**src/rtl/rld_pkg.sv**
```systemverilog
package rld_pkg;
  parameter int unsigned RLD_NSLOT     = 8;
  parameter int unsigned RLD_ADDR_W    = 12;
  parameter int unsigned RLD_DATA_W    = 32;
  parameter logic [31:0] RLD_KEY       = 32'h6E52_4635;
  parameter logic [11:0] RLD_SLOT_BASE = 12'h600;
  parameter logic [11:0] RLD_MASK_ADDR = 12'h010;
endpackage

```
**src/rtl/rld_addr_dec.sv**
```systemverilog
module rld_addr_dec #(
  parameter int unsigned NSLOT     = 8,
  parameter int unsigned ADDR_W    = 12,
  parameter int unsigned DATA_W    = 32,
  parameter logic [ADDR_W-1:0] SLOT_BASE = 12'h600,
  parameter logic [ADDR_W-1:0] MASK_ADDR = 12'h010,
  parameter logic [DATA_W-1:0] KEY       = 32'h6E52_4635
) (
  input  logic              wr_fire,
  input  logic [ADDR_W-1:0] wr_addr,
  input  logic [DATA_W-1:0] wr_data,
  output logic [NSLOT-1:0]  key_hit,
  output logic              mask_wr,
  output logic [NSLOT-1:0]  mask_data
);
  localparam int unsigned STRIDE = 4;
  logic key_ok;

  assign key_ok    = (wr_data == KEY);
  assign mask_wr   = wr_fire && (wr_addr == MASK_ADDR);
  assign mask_data = wr_data[NSLOT-1:0];

  for (genvar i = 0; i < NSLOT; i++) begin : g_slot
    localparam logic [ADDR_W-1:0] SLOT_ADDR = SLOT_BASE + ADDR_W'(STRIDE * i);
    assign key_hit[i] = wr_fire && key_ok && (wr_addr == SLOT_ADDR);
  end
endmodule

```
**src/rtl/rld_grant_ctl.sv**
```systemverilog
module rld_grant_ctl #(
  parameter int unsigned NSLOT = 8
) (
  input  logic             run,
  input  logic             start,
  input  logic [NSLOT-1:0] en_mask,
  input  logic [NSLOT-1:0] req,
  input  logic [NSLOT-1:0] key_hit,
  output logic             fire
);
  logic [NSLOT-1:0] req_next;
  logic             mask_any;

  assign req_next = req | (key_hit & en_mask);
  assign mask_any = |en_mask;
  assign fire     = run && !start && mask_any && ((req_next & en_mask) == en_mask);
endmodule

```
**src/rtl/rld_req_bank.sv**
```systemverilog
module rld_req_bank #(
  parameter int unsigned NSLOT = 8
) (
  input  logic             clk,
  input  logic             rst_n,
  input  logic             run,
  input  logic             start,
  input  logic             fire,
  input  logic [NSLOT-1:0] en_mask,
  input  logic [NSLOT-1:0] key_hit,
  output logic [NSLOT-1:0] req
);
  always_ff @(posedge clk) begin
    if (!rst_n) begin
      req <= '0;
    end else if (start || fire) begin
      req <= '0;
    end else if (run) begin
      req <= req | (key_hit & en_mask);
    end
  end

  // a start pulse leaves no mark behind
  assert_start_clears_R8: assert property (@(posedge clk) disable iff (!rst_n)
    $past(start) |-> (req == '0));

  // marks never rise while the watchdog is idle
  assert_idle_no_mark_R3: assert property (@(posedge clk) disable iff (!rst_n)
    !$past(run) |-> ((req & ~$past(req)) == '0));
endmodule

```
**src/rtl/reload_arbiter.sv**
```systemverilog
module reload_arbiter
  import rld_pkg::*;
#(
  parameter int unsigned NSLOT  = RLD_NSLOT,
  parameter int unsigned ADDR_W = RLD_ADDR_W,
  parameter int unsigned DATA_W = RLD_DATA_W
) (
  input  logic              clk,
  input  logic              rst_n,
  input  logic              wr_valid,
  output logic              wr_ready,
  input  logic [ADDR_W-1:0] wr_addr,
  input  logic [DATA_W-1:0] wr_data,
  input  logic              wd_running,
  input  logic              wd_start,
  output logic [NSLOT-1:0]  en_mask,
  output logic [NSLOT-1:0]  pend_status,
  output logic              reload_grant
);
  localparam logic [NSLOT-1:0] MASK_RST = NSLOT'(1);

  logic             wr_fire;
  logic [NSLOT-1:0] key_hit;
  logic             mask_wr;
  logic [NSLOT-1:0] mask_data;
  logic [NSLOT-1:0] req;
  logic             fire;

  assign wr_ready = 1'b1;
  assign wr_fire  = wr_valid && wr_ready;

  rld_addr_dec #(
    .NSLOT(NSLOT), .ADDR_W(ADDR_W), .DATA_W(DATA_W),
    .SLOT_BASE(ADDR_W'(RLD_SLOT_BASE)), .MASK_ADDR(ADDR_W'(RLD_MASK_ADDR)),
    .KEY(DATA_W'(RLD_KEY))
  ) u_dec (
    .wr_fire(wr_fire), .wr_addr(wr_addr), .wr_data(wr_data),
    .key_hit(key_hit), .mask_wr(mask_wr), .mask_data(mask_data)
  );

  rld_grant_ctl #(.NSLOT(NSLOT)) u_ctl (
    .run(wd_running), .start(wd_start), .en_mask(en_mask),
    .req(req), .key_hit(key_hit), .fire(fire)
  );

  rld_req_bank #(.NSLOT(NSLOT)) u_bank (
    .clk(clk), .rst_n(rst_n), .run(wd_running), .start(wd_start),
    .fire(fire), .en_mask(en_mask), .key_hit(key_hit), .req(req)
  );

  always_ff @(posedge clk) begin
    if (!rst_n) begin
      en_mask <= MASK_RST;
    end else if (mask_wr && !wd_running) begin
      en_mask <= mask_data;
    end
  end

  always_ff @(posedge clk) begin
    if (!rst_n) reload_grant <= 1'b0;
    else        reload_grant <= fire;
  end

  assign pend_status = en_mask & ~req;

  // mask is frozen across a running cycle
  assert_mask_frozen_R6: assert property (@(posedge clk) disable iff (!rst_n)
    $past(wd_running) |-> $stable(en_mask));

  // marks are already clear when the grant is visible
  assert_grant_clears_R7: assert property (@(posedge clk) disable iff (!rst_n)
    reload_grant |-> (req == '0));

  // grant only follows a running cycle
  assert_grant_running_R4: assert property (@(posedge clk) disable iff (!rst_n)
    reload_grant |-> $past(wd_running));

  // an empty mask never yields a grant
  assert_no_empty_grant_R9: assert property (@(posedge clk) disable iff (!rst_n)
    reload_grant |-> ($past(en_mask) != '0));

  // the write channel never stalls
  assert_always_ready_R10: assert property (@(posedge clk) disable iff (!rst_n)
    wr_ready);
endmodule

```
**config.mk**
```make
export PLATFORM = sky130hd
export DESIGN_NAME = reload_arbiter
export DESIGN_NICKNAME = d
export VERILOG_FILES = /design/src/rtl/rld_pkg.sv /design/src/rtl/rld_addr_dec.sv /design/src/rtl/rld_grant_ctl.sv /design/src/rtl/rld_req_bank.sv /design/src/rtl/reload_arbiter.sv
export SDC_FILE = /design/constraint.sdc
export NUM_CORES = 1
export LEC_CHECK = 0
export CAP_MARGIN = 20
export CORE_UTILIZATION = 35
export CTS_CLUSTER_DIAMETER = 150
export CTS_CLUSTER_SIZE = 30
export DETAILED_ROUTE_END_ITERATION = 6
export PLACE_DENSITY = 0.76
export RECOVER_POWER = 50
export SETUP_SLACK_MARGIN = 0.05
export SYNTH_ARGS = -nofsm -noshare
export SYNTH_HDL_FRONTEND = slang
export SYNTH_HIERARCHICAL = 1
export SYNTH_SLANG_ARGS = --single-unit
```
**constraint.sdc**
```tcl
create_clock -name clk -period 2.4 [get_ports clk]
set_input_delay 0.48 -clock clk [delete_from_list [all_inputs] [get_ports clk]]
set_output_delay 0.48 -clock clk [all_outputs]
set_load 0.05 [all_outputs]
```
==> results by group <==
Yosys
  – Leading area contributor after synthesis: dfxtp_1
  – Sequential area share after synthesis: 0.278
  – Yosys reg bits: 17
  – Cell Area, Synth: 0.00122 mm2
  – Yosys warning count: 6
  – Syn nets: 189
  – Yosys cell types: 34
  – Share of async-settable or async-resettable flops after synthesis: 0
  – Top FF cell, synth: dfxtp_1
  – Syn Inst Count: 140
  – EDFF count, synth: 0
  – Mean Syn Cell Area: 8.73 um2
  – Main area contributors after synthesis: dfxtp_1 (28%), nor4_2 (8.2%), nor2_1 (6.1%)
  – Post-synth top area share: 0.278

Timing
  – Worst Tran Pin Value: 0.544 ns
  – Final setup fails: 0
  – Clk_skew: 0.00207 ns
  – Max Slew Vio Count: 0
  – Final WS setup: 0.0719 ns
  – Fin crit share: 0.970
  – Fin crit period: 2.33 ns
  – RSZ-0062 raised after global routing: yes
  – F_max: 0.430 GHz
  – Final Hold Fails: 0
  – Worst relative slew slack: 0.637

Routing
  – Vias per cell: 5.19
  – Antenna-violating nets left: 0
  – Drt pass-1 iters: 4
  – Routed length per placed instance: 13.9 um
  – DRC: 0
  – Routed WL: 3700 um
  – Total number of vias: 1380
  – Iteration-0 DRC Markers: 48

Critical path
  – Crit-path max FO: 8
  – Critical Path Max Stage Delay: 0.53 ns
  – CP max-delay cell: or4b_4
  – Worst setup path class: input pin to register
  – Crit. End Element: register
  – Startpoint Class: input pin
  – CP Data Arrival Time: 2.53 ns
  – Crit path cell chain: buf_2 -> nor4_4 -> or4b_4 -> nor4_4 -> nor2_1 -> a221oi_2 -> nand3_1 -> nor2_2 -> or3b_4 -> nor2_1
  – Worst path required time: 2.61 ns

Place
  – Post-DP HPWL: 2700 um
  – GP Congestion: 0.841
  – I/O Buffers: 65
  – DP Worst Slack: -0.764 ns

Clock network
  – Root buf cell: clkbuf_4
  – Worst-Skew Late Latency: 0.30 ns
  – Clock sink count: 17
  – Cts hold-fix bufs: 0
  – H-tree depth: 1
  – Clock Path Buffers: 2
  – Total CTS buffers: 3
  – Worst-path clk slew: 0.11 ns
  – CTS tree: done

Pwr
  – Total chip power: 569 uW
  – Max IR drop VDD: 0.360 mV
  – Leak pwr: 0.000982 uW
  – Pwr Density: 266 mW/mm2

Global route
  – First-pass GRT wire length: 5620 um
  – Largest net degree at the start of global routing: 17
  – GR Util All Layers: 0.205
  – Remaining Overflow, GRT: 0
  – Initial antenna violation count: 0
  – Number of global-route vias before repair: 1320

Finish
  – Layout area overhead: 75.0%
  – Layout Nets: 270
  – Most common cell after layout, fill and taps aside: buf_4
  – Number of diodes: 0
  – Share of layout cells above drive strength 1: 0.314
  – Leading cell types in the layout, fill and taps excluded: buf_4 (20), clkdlybuf4s50_1 (19), nand2_1 (17), dfxtp_1 (17), nor2_1 (13)

Die
  – Cell Rows: 21
  – Die area: 0.00373 mm2
  – Die H: 61.1 um
  – Starting density of the core: 0.366
  – Boundary Pins: 67
  – Die Width: 61.1 um
  – Core area: 0.00334 mm2

Hold path
  – Min-delay worst type: input pin to register

Outcome
  – Outcome: complete, no violations

Run
  – Max-cap viol count: 0
-- layout make-up --
cell class              count  area [um2]
clock buffers               3        22.5
clock inverters             1        5.00
fillers                   299        1200
inverters                   1        3.75
multi-input cells         107         892
flip-flops and latches     17         340
well taps                  46        57.6
repair buffers             91         818
-- power by group --
group | leakage (uW) | total (uW) | internal (uW) | switching [uW]
Combinational | 0.000828 | 124 | 77.2 | 46.7
Sequential | 0.000137 | 282 | 282 | 0.0141
Clock | 0.0000177 | 163 | 62.3 | 101
-- synth_stat cells (all sizes together), types with 3 or more instances --
cell type / count
nor2: 20
nand2: 18
dfxtp: 17
buf: 14
nor4: 11
nor2b: 10
a31oi: 8
mux2i: 7
nand4b: 7
nand4bb: 4
nand3: 3
nor4b: 3
-- timing repair --
item                                   4_1_cts  5_1_grt
setup buffers                                3        3
pin swaps                                   30       27
gates resized for setup                     63       50
endpoints found under the hold margin        0        0
setup endpoints to repair                    9        9
-- per-layer routing --
layer  vias to the layer above  routed length, um  GRT usage
met3                        10                206     0.0567
met2                        63               1980      0.362
met5                         -                  0          0
met1                       643               1430      0.234
li1                        664                  -          -
met4                         0                 78     0.0779
-- flip-flops by register name (all words and copies together), names as in the netlist --
register / count
en_mask: 8
reload_grant: 1
u_bank/req: 8
-- cells by family after synthesis --
logic type             count (synthesis)  share of synthesized area
AND/OR/NAND/NOR                       87                      0.477
flip-flops                            17                      0.278
buffers and inverters                 16                      0.111
AO/OA/AOI/OAI                         12                     0.0737
multiplexers                           7                     0.0573
other                                  1                    0.00307
-- worst paths after layout --
path	start	endpoint	slack (ns)	cells after the start
max	wr_addr[6]	u_bank/req[0]	0.07	10
min	wr_data[2]	en_mask[2]	0.41	3
max reg2reg	en_mask[2]	u_bank/req[0]	0.78	6
min reg2reg	u_bank/req[0]	u_bank/req[0]	0.53	2
-- critical path, delay by kind of cell --
kind	cells	cell delay, ns
AOI/OAI and AO/OA	1	0.24
and+or+nand+nor	8	1.71
buffers and inverters	1	0.11
-- through the flow --
step,util,hold WS [ns],instances,TNS [ns],instance area [um2]
after detailed placement,0.593,0.490,257,-6.80,1980
after floorplan,-,0.460,140,-0.574,1230
after CTS,0.627,0.506,264,0,2090
final,0.641,0.414,266,0,2140
after global routing,0.641,0.411,266,-0.0627,2140
after global placement,0.593,0.483,257,-6.18,1980
(Power assumes the default switching activity.)
